<file path="config.mk">
export PLATFORM = sky130hd
export DESIGN_NAME = ep_dma_enable_bank
export DESIGN_NICKNAME = d
export VERILOG_FILES = /design/src/rtl/ep_dma_pkg.sv /design/src/rtl/ep_dma_bus_ctrl.sv /design/src/rtl/ep_dma_irq_summary.sv /design/src/rtl/ep_dma_enable_dp.sv /design/src/rtl/ep_dma_enable_bank.sv
export SDC_FILE = /design/constraint.sdc
export NUM_CORES = 1
export LEC_CHECK = 0
export CAP_MARGIN = 40
export CORE_AREA = 4 4 111 113
export CTS_CLUSTER_SIZE = 16
export DETAILED_ROUTE_END_ITERATION = 10
export DIE_AREA = 0 0 115 117
export PLACE_DENSITY_LB_ADDON = 0.08
export SYNTH_ARGS = -nofsm -noshare
export SYNTH_HDL_FRONTEND = slang
export SYNTH_SLANG_ARGS = --single-unit
</file>
<file path="constraint.sdc">
create_clock -name clk -period 1.75 [get_ports clk]
set_input_delay 0.35 -clock clk [delete_from_list [all_inputs] [get_ports clk]]
set_output_delay 0.35 -clock clk [all_outputs]
set_load 0.02 [all_outputs]
</file>
<file path="src/rtl/ep_dma_pkg.sv">
package ep_dma_pkg;
  localparam int ADDR_W = 2;

  typedef enum logic [ADDR_W-1:0] {
    ADDR_STATUS  = 2'd0,
    ADDR_SET     = 2'd1,
    ADDR_CLEAR   = 2'd2,
    ADDR_SUMMARY = 2'd3
  } regSel_e;

  typedef struct packed {
    logic setStb;
    logic clrStb;
    logic rdStatus;
    logic rdSummary;
  } strobes_t;
endpackage

</file>
<file path="src/rtl/ep_dma_bus_ctrl.sv">
module ep_dma_bus_ctrl
  import ep_dma_pkg::*;
(
  input  logic              regWrEn,
  input  logic [ADDR_W-1:0] regAddr,
  output strobes_t          stb
);
  regSel_e sel;

  always_comb begin
    sel           = regSel_e'(regAddr);
    stb.setStb    = regWrEn && (sel == ADDR_SET);
    stb.clrStb    = regWrEn && (sel == ADDR_CLEAR);
    stb.rdStatus  = (sel == ADDR_STATUS);
    stb.rdSummary = (sel == ADDR_SUMMARY);
  end
endmodule

</file>
<file path="src/rtl/ep_dma_irq_summary.sv">
module ep_dma_irq_summary #(
  parameter int NUM_SRC = 3,
  parameter int WORD_W  = 32,
  parameter int OUT_W   = 32
) (
  input  logic [NUM_SRC*WORD_W-1:0] statusFlat,
  output logic [OUT_W-1:0]          summary
);
  for (genvar k = 0; k < OUT_W; k++) begin : g_bit
    if (k < NUM_SRC) begin : g_live
      assign summary[k] = |statusFlat[k*WORD_W +: WORD_W];
    end else begin : g_zero
      assign summary[k] = 1'b0;
    end
  end
endmodule

</file>
<file path="src/rtl/ep_dma_enable_dp.sv">
module ep_dma_enable_dp
  import ep_dma_pkg::*;
#(
  parameter int NUM_EP   = 32,
  parameter int NUM_CTRL = 2
) (
  input  logic              clk,
  input  logic              rstN,
  input  strobes_t          stb,
  input  logic [NUM_EP-1:0] wrBits,
  input  logic [NUM_EP-1:0] xferBusy,
  input  logic [NUM_EP-1:0] xferDone,
  input  logic [NUM_EP-1:0] xferErr,
  input  logic              proceedSet,
  output logic [NUM_EP-1:0] enOut,
  output logic              proceed
);
  logic proceedQ;

  for (genvar i = 0; i < NUM_EP; i++) begin : g_ep
    localparam bit CanDma = (i >= NUM_CTRL);
    logic enBit, pendBit;
    logic setReq, clrReq, clearNow, holdEn, nextEn, nextPend;

    always_comb begin
      setReq   = stb.setStb & wrBits[i];
      clrReq   = stb.clrStb & wrBits[i];
      clearNow = xferErr[i]
               | (clrReq & (~xferBusy[i] | xferDone[i] | ~enBit))
               | (pendBit & xferDone[i]);
      holdEn   = clrReq | pendBit;
      nextEn   = enBit;
      nextPend = pendBit;
      if (clearNow) begin
        nextEn   = 1'b0;
        nextPend = 1'b0;
      end else if (holdEn) begin
        nextPend = 1'b1;
      end else if (setReq) begin
        nextEn = 1'b1;
      end
    end

    always_ff @(posedge clk or negedge rstN) begin
      if (!rstN) begin
        enBit   <= 1'b0;
        pendBit <= 1'b0;
      end else begin
        enBit   <= CanDma & nextEn;
        pendBit <= CanDma & nextPend;
      end
    end

    assign enOut[i] = enBit;

    if (CanDma) begin : g_chk
      assert_set_R1: assert property (@(posedge clk) disable iff (!rstN)
        (setReq && !pendBit && !xferErr[i]) |=> enBit);
      assert_idle_clear_R2: assert property (@(posedge clk) disable iff (!rstN)
        (clrReq && !xferBusy[i]) |=> !enBit);
      assert_defer_R5: assert property (@(posedge clk) disable iff (!rstN)
        (clrReq && enBit && xferBusy[i] && !xferDone[i] && !xferErr[i]) |=> (enBit && pendBit));
      assert_done_R5: assert property (@(posedge clk) disable iff (!rstN)
        (pendBit && xferDone[i]) |=> !enBit);
      assert_err_R6: assert property (@(posedge clk) disable iff (!rstN)
        xferErr[i] |=> (!enBit && !pendBit));
    end else begin : g_ctrl_chk
      assert_ctrl_R3: assert property (@(posedge clk) disable iff (!rstN)
        (stb.setStb && wrBits[i]) |=> !enBit);
    end
  end

  always_ff @(posedge clk or negedge rstN) begin
    if (!rstN)               proceedQ <= 1'b0;
    else if (stb.clrStb)     proceedQ <= 1'b0;
    else if (proceedSet)     proceedQ <= 1'b1;
  end

  assign proceed = proceedQ;

  assert_proceed_drop_R8: assert property (@(posedge clk) disable iff (!rstN)
    stb.clrStb |=> !proceed);
  assert_proceed_set_R9: assert property (@(posedge clk) disable iff (!rstN)
    (proceedSet && !stb.clrStb) |=> proceed);
  assert_proceed_hold_R9: assert property (@(posedge clk) disable iff (!rstN)
    (!proceedSet && !stb.clrStb) |=> $stable(proceed));
endmodule

</file>
<file path="src/rtl/ep_dma_enable_bank.sv">
module ep_dma_enable_bank
  import ep_dma_pkg::*;
#(
  parameter int NUM_EP      = 32,
  parameter int NUM_CTRL    = 2,
  parameter int DATA_W      = 32,
  parameter int NUM_INT_SRC = 3
) (
  input  logic                          clk,
  input  logic                          rstN,
  input  logic [ADDR_W-1:0]             regAddr,
  input  logic                          regWrEn,
  input  logic [DATA_W-1:0]             regWrData,
  output logic [DATA_W-1:0]             regRdData,
  input  logic [NUM_EP-1:0]             xferBusy,
  input  logic [NUM_EP-1:0]             xferDone,
  input  logic [NUM_EP-1:0]             xferErr,
  input  logic                          proceedSet,
  input  logic [NUM_INT_SRC*DATA_W-1:0] intStatusFlat,
  output logic [NUM_EP-1:0]             dmaEnable,
  output logic                          proceed
);
  localparam int SUM_W = DATA_W;

  strobes_t          stb;
  logic [SUM_W-1:0]  summary;
  logic [DATA_W-1:0] statusWord;

  ep_dma_bus_ctrl u_ctrl (
    .regWrEn (regWrEn),
    .regAddr (regAddr),
    .stb     (stb)
  );

  ep_dma_enable_dp #(
    .NUM_EP   (NUM_EP),
    .NUM_CTRL (NUM_CTRL)
  ) u_dp (
    .clk        (clk),
    .rstN       (rstN),
    .stb        (stb),
    .wrBits     (regWrData[NUM_EP-1:0]),
    .xferBusy   (xferBusy),
    .xferDone   (xferDone),
    .xferErr    (xferErr),
    .proceedSet (proceedSet),
    .enOut      (dmaEnable),
    .proceed    (proceed)
  );

  ep_dma_irq_summary #(
    .NUM_SRC (NUM_INT_SRC),
    .WORD_W  (DATA_W),
    .OUT_W   (SUM_W)
  ) u_sum (
    .statusFlat (intStatusFlat),
    .summary    (summary)
  );

  always_comb begin
    statusWord = '0;
    statusWord[NUM_EP-1:0] = dmaEnable;
    if (stb.rdStatus)       regRdData = statusWord;
    else if (stb.rdSummary) regRdData = summary;
    else                    regRdData = '0;
  end

  assert_ctrl_bits_R3: assert property (@(posedge clk) disable iff (!rstN)
    stb.setStb |=> (dmaEnable[NUM_CTRL-1:0] == '0));
  assert_write_only_R11: assert property (@(posedge clk) disable iff (!rstN)
    (!stb.rdStatus && !stb.rdSummary) |-> (regRdData == '0));
endmodule

</file>
==> results of run 1 <==
cells by family after synthesis:
group / Yosys count / synth area share (%)
and+or+nand+nor: 191 / 29.6
DFF: 61 / 39.2
other: 1 / 0.0963
AOI/OAI and AO/OA: 95 / 19.0
buffers and inverters: 75 / 12.1
cell usage in the layout, fill, tap and decap left out, drive strengths merged:
master | Yosys | layout
a211oi | 4 | 4
a21oi | 32 | 32
a31oi | 56 | 56
and2 | 29 | 29
and3b | 2 | 2
buf | 39 | 52
clkbuf | 6 | 13
clkdlybuf4s15 | 0 | 18
clkdlybuf4s50 | 0 | 152
clkinv | 0 | 2
clkinvlp | 0 | 2
conb | 1 | 2
dfrtp | 61 | 61
dlygate4sd2 | 0 | 69
dlymetal6s2s | 0 | 20
inv | 30 | 30
nand2 | 34 | 34
nand3b | 2 | 2
nand4 | 8 | 8
nor2 | 36 | 36
nor3 | 56 | 56
nor4 | 24 | 24
o21ai | 3 | 3
per-layer routing:
layer | track usage (%) | vias up | part of all wire, %
li1 | - | 2055 | -
met5 | 0 | - | 0.13
met2 | 39.6 | 165 | 50
met3 | 7.92 | 33 | 9.4
met1 | 24.9 | 1998 | 38
met4 | 7.20 | 2 | 2.2
area by class of cell:
cell class              count  area [µm²]  share of cell area, %
clock buffers              11         243                   3.40
flip-flops and latches     61        1530                   21.4
well taps                 143         179                   2.51
repair buffers            313        3010                   42.1
inverters                  30         113                   1.58
multi-input cells         288        2050                   28.7
clock inverters             4        25.0                  0.350
worst max-delay path, stage by stage:
cell,delay (ns)
clkdlybuf4s50_1,0.41
nor4_2,0.17
nand4_1,0.11
nor2_1,0.14
nor2_1,0.05
buf_4,0.15
worst paths after layout:
kind	cells past startpoint	to	startpoint	slack [ns]
max	6	regRdData[0]	intStatusFlat[1]	0.01
min	2	u_dp.g_ep[14].enBit	rstN	0.04
max reg2reg	4	u_dp.g_ep[24].enBit	u_dp.g_ep[24].enBit	0.72
min reg2reg	2	u_dp.proceed	u_dp.proceed	0.51
max in group asynchronous	2	u_dp.g_ep[10].pendBit	rstN	1.44
min in group clk	2	u_dp.proceed	u_dp.proceed	0.51
cell usage after synthesis, types with 5 or more instances:
library cell  instances  area [µm²]
a21oi_1               5        25.0
a21oi_2              17         149
a21oi_4              10         163
a31oi_1              55         344
and2_1               29         181
buf_4                32         240
buf_6                 5        56.3
clkbuf_1              6        22.5
dfrtp_1              61        1530
inv_1                30         113
nand2_1              34         128
nand4_1               8        50.1
nor2_1               36         135
nor3_1               17        85.1
nor3_2               39         390
nor4_1               24         150
flip-flops by register name (all words and copies together), names as in the netlist:
signal	count
u_dp.g_ep.enBit	30
u_dp.proceed	1
u_dp.g_ep.pendBit	30
metrics by stage:
stage          std cells  power (mW)  hold slack [ns]  setup WS, ns
6_report             850        4.06           0.0355        0.0141
5_1_grt              850        4.25           0.0471       -0.0705
4_1_cts              850        4.11           0.0429       -0.0673
3_5_place_dp         829        2.53            0.386        -0.592
3_3_place_gp         829        2.51            0.384        -0.591
2_1_floorplan        424        1.83           0.0544         0.380
power by group through the flow:
stage               logic [mW]  clock network [mW]  registers, mW
floorplan                0.315                   0           1.52
global placement         0.985                   0           1.53
detailed placement        1.01                   0           1.53
CTS                      0.994                1.61           1.50
global route              1.06                1.68           1.51
finish                   0.987                1.57           1.50
repair_timing:
action | in CTS | in global routing
pin swaps | 37 | 25
resized for setup | 232 | 36
hold endpoints to repair | 0 | 0
gates cloned | 4 | 0
endpoints found under the setup margin | 34 | 40
buffers inserted | 2 | 0
==> results.yml, run 1 <==
critical_path:
  critPathLaunchType: "input pin"
  critPathMaxFanout: 1
  cp-end-kind: "output pin"
  crit_required_ns: 1.40
  arrival_ns: 1.39
  path_class: "input pin to output pin"
pwr:
  p_per_area_nw_per_um2: 569
  p_leak_nw: 3.11
  switchingPower_mw: 1.04
  peakVddDrop_mv: 0.438
  p_clk_share_pct: 38.7
  internal-power_mw: 3.02
  p_seq_share_pct: 37.0
  combPwrFrac_pct: 24.3
  sw_frac_of_total_pct: 25.7
cts:
  cts_root_buffer: "clkbuf_16"
  cts_buffers: 9
  cts_buffer_depth: 2
  tritoncts: "done"
  clkSinkCount: 61
  clkTransAtPathRegs_ns: 0.05
  postCtsHoldBufs: 0
  clock_latency_ns: 0.32
  h-tree-depth: 3
grt:
  first_global_vias: 4643
  grtUsageTotal_pct: 22.3
  gr-total-overflow: 0
  grt_first_pass_wirelength_um: 23300
  grt_max_degree: 62
  antenna_found_initial: 2
timing:
  slew_viol_final: 0
  fin_crit_ns: 1.74
  max_freq_mhz: 576
  fin_skew_ns: 0.00435
  tns_ns: 0
  setup_viol: 0
  hold_viol_final: 0
  rsz0062_at_grt: "yes"
  period_share_pct: 99.2
floorplanning:
  num_rows: 39
  die_w_um: 115
  dieArea_um2: 13500
  start_util_pct: 34.4
  die_h_um: 117
  io_pins: 295
  coreArea_um2: 11300
synth:
  syn_area_per_cell_um2: 9.20
  synthArstFlopShare_pct: 100
  ys_ff_latch: 61
  synth_area_um2: 3890
  synth_ff_type: "dfrtp_1"
  synth_edf_count: 0
  synthDistinctLibCells: 23
  syn_inst: 423
  yosysWarnings: 0
  ys_seq_area_share_pct: 39.2
drt:
  via_count: 4253
  drt_first_pass_iters: 4
  drt_iter0_drc: 116
  antenna_left: 0
  drt_wl_total_um: 15200
  wl_per_cell_um: 17.9
  drc: 0
  vias_per_cell: 5.00
finish:
  fin_util_pct: 63.1
  layout.nets: 933
  fillerInstances: 1005
  postLayoutCellArea_um2: 7140
  drive_above_1_share_pct: 23.9
  antenna_cells: 0
  syn_to_final_growth_pct: 83.4
run_status:
  status: "finished clean"
min_path:
  min_path_type: "input pin to asynchronous set/reset pin"
run:
  cap_viol_max_count: 0
placed_design:
  io_buffer_count: 284
  hpwlAfterDp_um: 12000
  post_dp_cell_area_um2: 6780
  gp_congestion: 0.886
Power figures use the tool's default switching activity.
==> run 2: changes to the inputs <==
--- a/config.mk
+++ b/config.mk
@@ -5,7 +5,6 @@
 export SDC_FILE = /design/constraint.sdc
 export NUM_CORES = 1
 export LEC_CHECK = 0
-export CAP_MARGIN = 40
 export CORE_AREA = 4 4 111 113
 export CTS_CLUSTER_SIZE = 16
 export DETAILED_ROUTE_END_ITERATION = 10
==> results of run 2 <==
Same layout as run 1: the final DEF is identical, and so are final timing and power.
==> run 3: changes to the inputs <==
--- a/config.mk
+++ b/config.mk
@@ -5,11 +5,12 @@
 export SDC_FILE = /design/constraint.sdc
 export NUM_CORES = 1
 export LEC_CHECK = 0
-export CORE_AREA = 4 4 111 113
+export CORE_MARGIN = 4
+export CORE_UTILIZATION = 34
 export CTS_CLUSTER_SIZE = 16
 export DETAILED_ROUTE_END_ITERATION = 10
-export DIE_AREA = 0 0 115 117
 export PLACE_DENSITY_LB_ADDON = 0.08
+export SLEW_MARGIN = 0
 export SYNTH_ARGS = -nofsm -noshare
 export SYNTH_HDL_FRONTEND = slang
 export SYNTH_SLANG_ARGS = --single-unit
==> constraint.sdc (replaced) <==
create_clock -name clk -period 1.8 [get_ports clk]
set_input_delay 0.36 -clock clk [delete_from_list [all_inputs] [get_ports clk]]
set_output_delay 0.36 -clock clk [all_outputs]
set_load 0.02 [all_outputs]
==> results.yml, run 3 (synthesis gave the netlist of run 1 again) <==
drt:
  vias_per_cell: 5.02
  drt_wl_total_um: 15300
  drt_first_pass_iters: 4
  drc: 0
  antenna_left: 0
  via_count: 4241
  wl_per_cell_um: 18.2
  drt_iter0_drc: 134
timing:
  period_share_pct: 96.7
  slew_viol_final: 0
  hold_viol_final: 0
  tns_ns: 0
  max_freq_mhz: 575
  setup_viol: 0
  whs_ns: 0.0315
  fin_crit_ns: 1.74
  fin_skew_ns: 0.00314
floorplanning:
  die_w_um: 115
  coreArea_um2: 11000
  io_pins: 295
  start_util_pct: 35.3
  num_rows: 38
  die_h_um: 115
  dieArea_um2: 13200
grt:
  first_global_vias: 4546
  antenna_found_initial: 0
  grt_max_degree: 62
  grt_first_pass_wirelength_um: 23400
  gr-total-overflow: 0
  grtUsageTotal_pct: 22.5
cts:
  cts_root_buffer: "clkbuf_16"
  clkSinkCount: 61
  clkTransAtPathRegs_ns: 0.05
  cts_buffers: 9
  cts_buffer_depth: 2
  h-tree-depth: 3
  tritoncts: "done"
  clock_latency_ns: 0.32
  postCtsHoldBufs: 0
critical_path:
  arrival_ns: 1.38
  path_class: "register to output pin"
  critPathLaunchType: "register"
  worstPathCellList: "clkdlybuf4s50_1"
  crit_required_ns: 1.44
  cp-end-kind: "output pin"
  critPathMaxFanout: 5
  crit_end: "dmaEnable[30]"
  r2r-end: "u_dp.g_ep[8].enBit"
  crit_family: "buffers and inverters"
  path_depth: 1
  rrSetupSlack_ns: 0.79
  path_buf_inv: 1
  cp_slowest_cell: "clkdlybuf4s50_1"
  startpoint: "u_dp.g_ep[30].enBit"
  cp_slowest_stage_delay_ns: 0.65
  reg2reg_from: "u_dp.g_ep[8].enBit"
  rr_worst_depth: 4
pwr:
  peakVddDrop_mv: 0.469
  p_leak_nw: 3.06
  p_per_area_nw_per_um2: 616
placed_design:
  place_inst: 826
  gp_congestion: 0.795
  hpwlAfterDp_um: 11800
  io_buffer_count: 284
finish:
  layout_commonest_cell: "clkdlybuf4s50_1"
  syn_to_final_growth_pct: 83.4
  antenna_cells: 0
  final_cell_mix: "clkdlybuf4s50_1, dlygate4sd2_1, dfrtp_1, a31oi_1, nor3_2"
  fin_util_pct: 64.7
  layout.nets: 930
  drive_above_1_share_pct: 23.7
  layout.cells.non_filler: 845
run:
  cap_viol_max_count: 0
run_status:
  status: "finished clean"
min_path:
  min_path_type: "input pin to asynchronous set/reset pin"
[run 3: repair_timing]
action | 4_1_cts | 5_1_grt
resized for setup | 227 | 41
setup endpoints to repair | 32 | 4
gates cloned | 2 | 0
setup buffers | 2 | 0
pin swaps | 36 | 29
[run 3: worst register-to-register path, cell delays in order (launching register included)]
cell and delay (ns):
dfrtp_1 0.41, nand2_1 0.07, a31oi_1 0.21, nor2_1 0.10, nor3_2 0.14
[run 3: layout make-up]
type,instances,area (µm²)
Inverter,30,113
Clock inverter,4,95.1
Clock buffer,12,246
Timing Repair Buffer,310,2930
Fill cell,938,3890
Sequential cell,61,1530
Tap cell,140,175
Multi-Input combinational cell,288,2050
[run 3: how the worst min path moves through the flow]
stage          depth (start not counted)  from               endpoint
2_1_floorplan                          0  rstN    u_dp.g_ep[10].enBit
3_3_place_gp                           2  rstN  u_dp.g_ep[31].pendBit
3_5_place_dp                           2  rstN    u_dp.g_ep[31].enBit
4_1_cts                                2  rstN    u_dp.g_ep[31].enBit
5_1_grt                                2  rstN  u_dp.g_ep[31].pendBit
6_report                               2  rstN    u_dp.g_ep[31].enBit
[run 3: per-stage QoR]
stage | area (µm²) | worst slack (ns) | total power, mW
after floorplan | 3900 | 0.410 | 1.78
after global placement | 6780 | -0.669 | 2.44
after global routing | 7140 | -0.0237 | 4.58
after CTS | 7040 | 0.00389 | 4.44
after detailed placement | 6780 | -0.717 | 2.47
final | 7140 | 0.0596 | 4.39
[run 3: metal layers]
metal	vias to the layer above	GRT usage [%]	wire length [µm]
met5	-	0	0
met4	0	6.89	277
met3	22	4.11	1010
met2	177	42.9	8260
met1	1993	25.0	5800
li1	2049	-	-
[run 3: report_power, final]
group          switching, mW  internal, mW  total [mW]
Clock                  0.583          1.39        1.97
Combinational          0.396         0.567       0.962
Sequential            0.0438          1.42        1.46
Total                   1.02          3.37        4.39
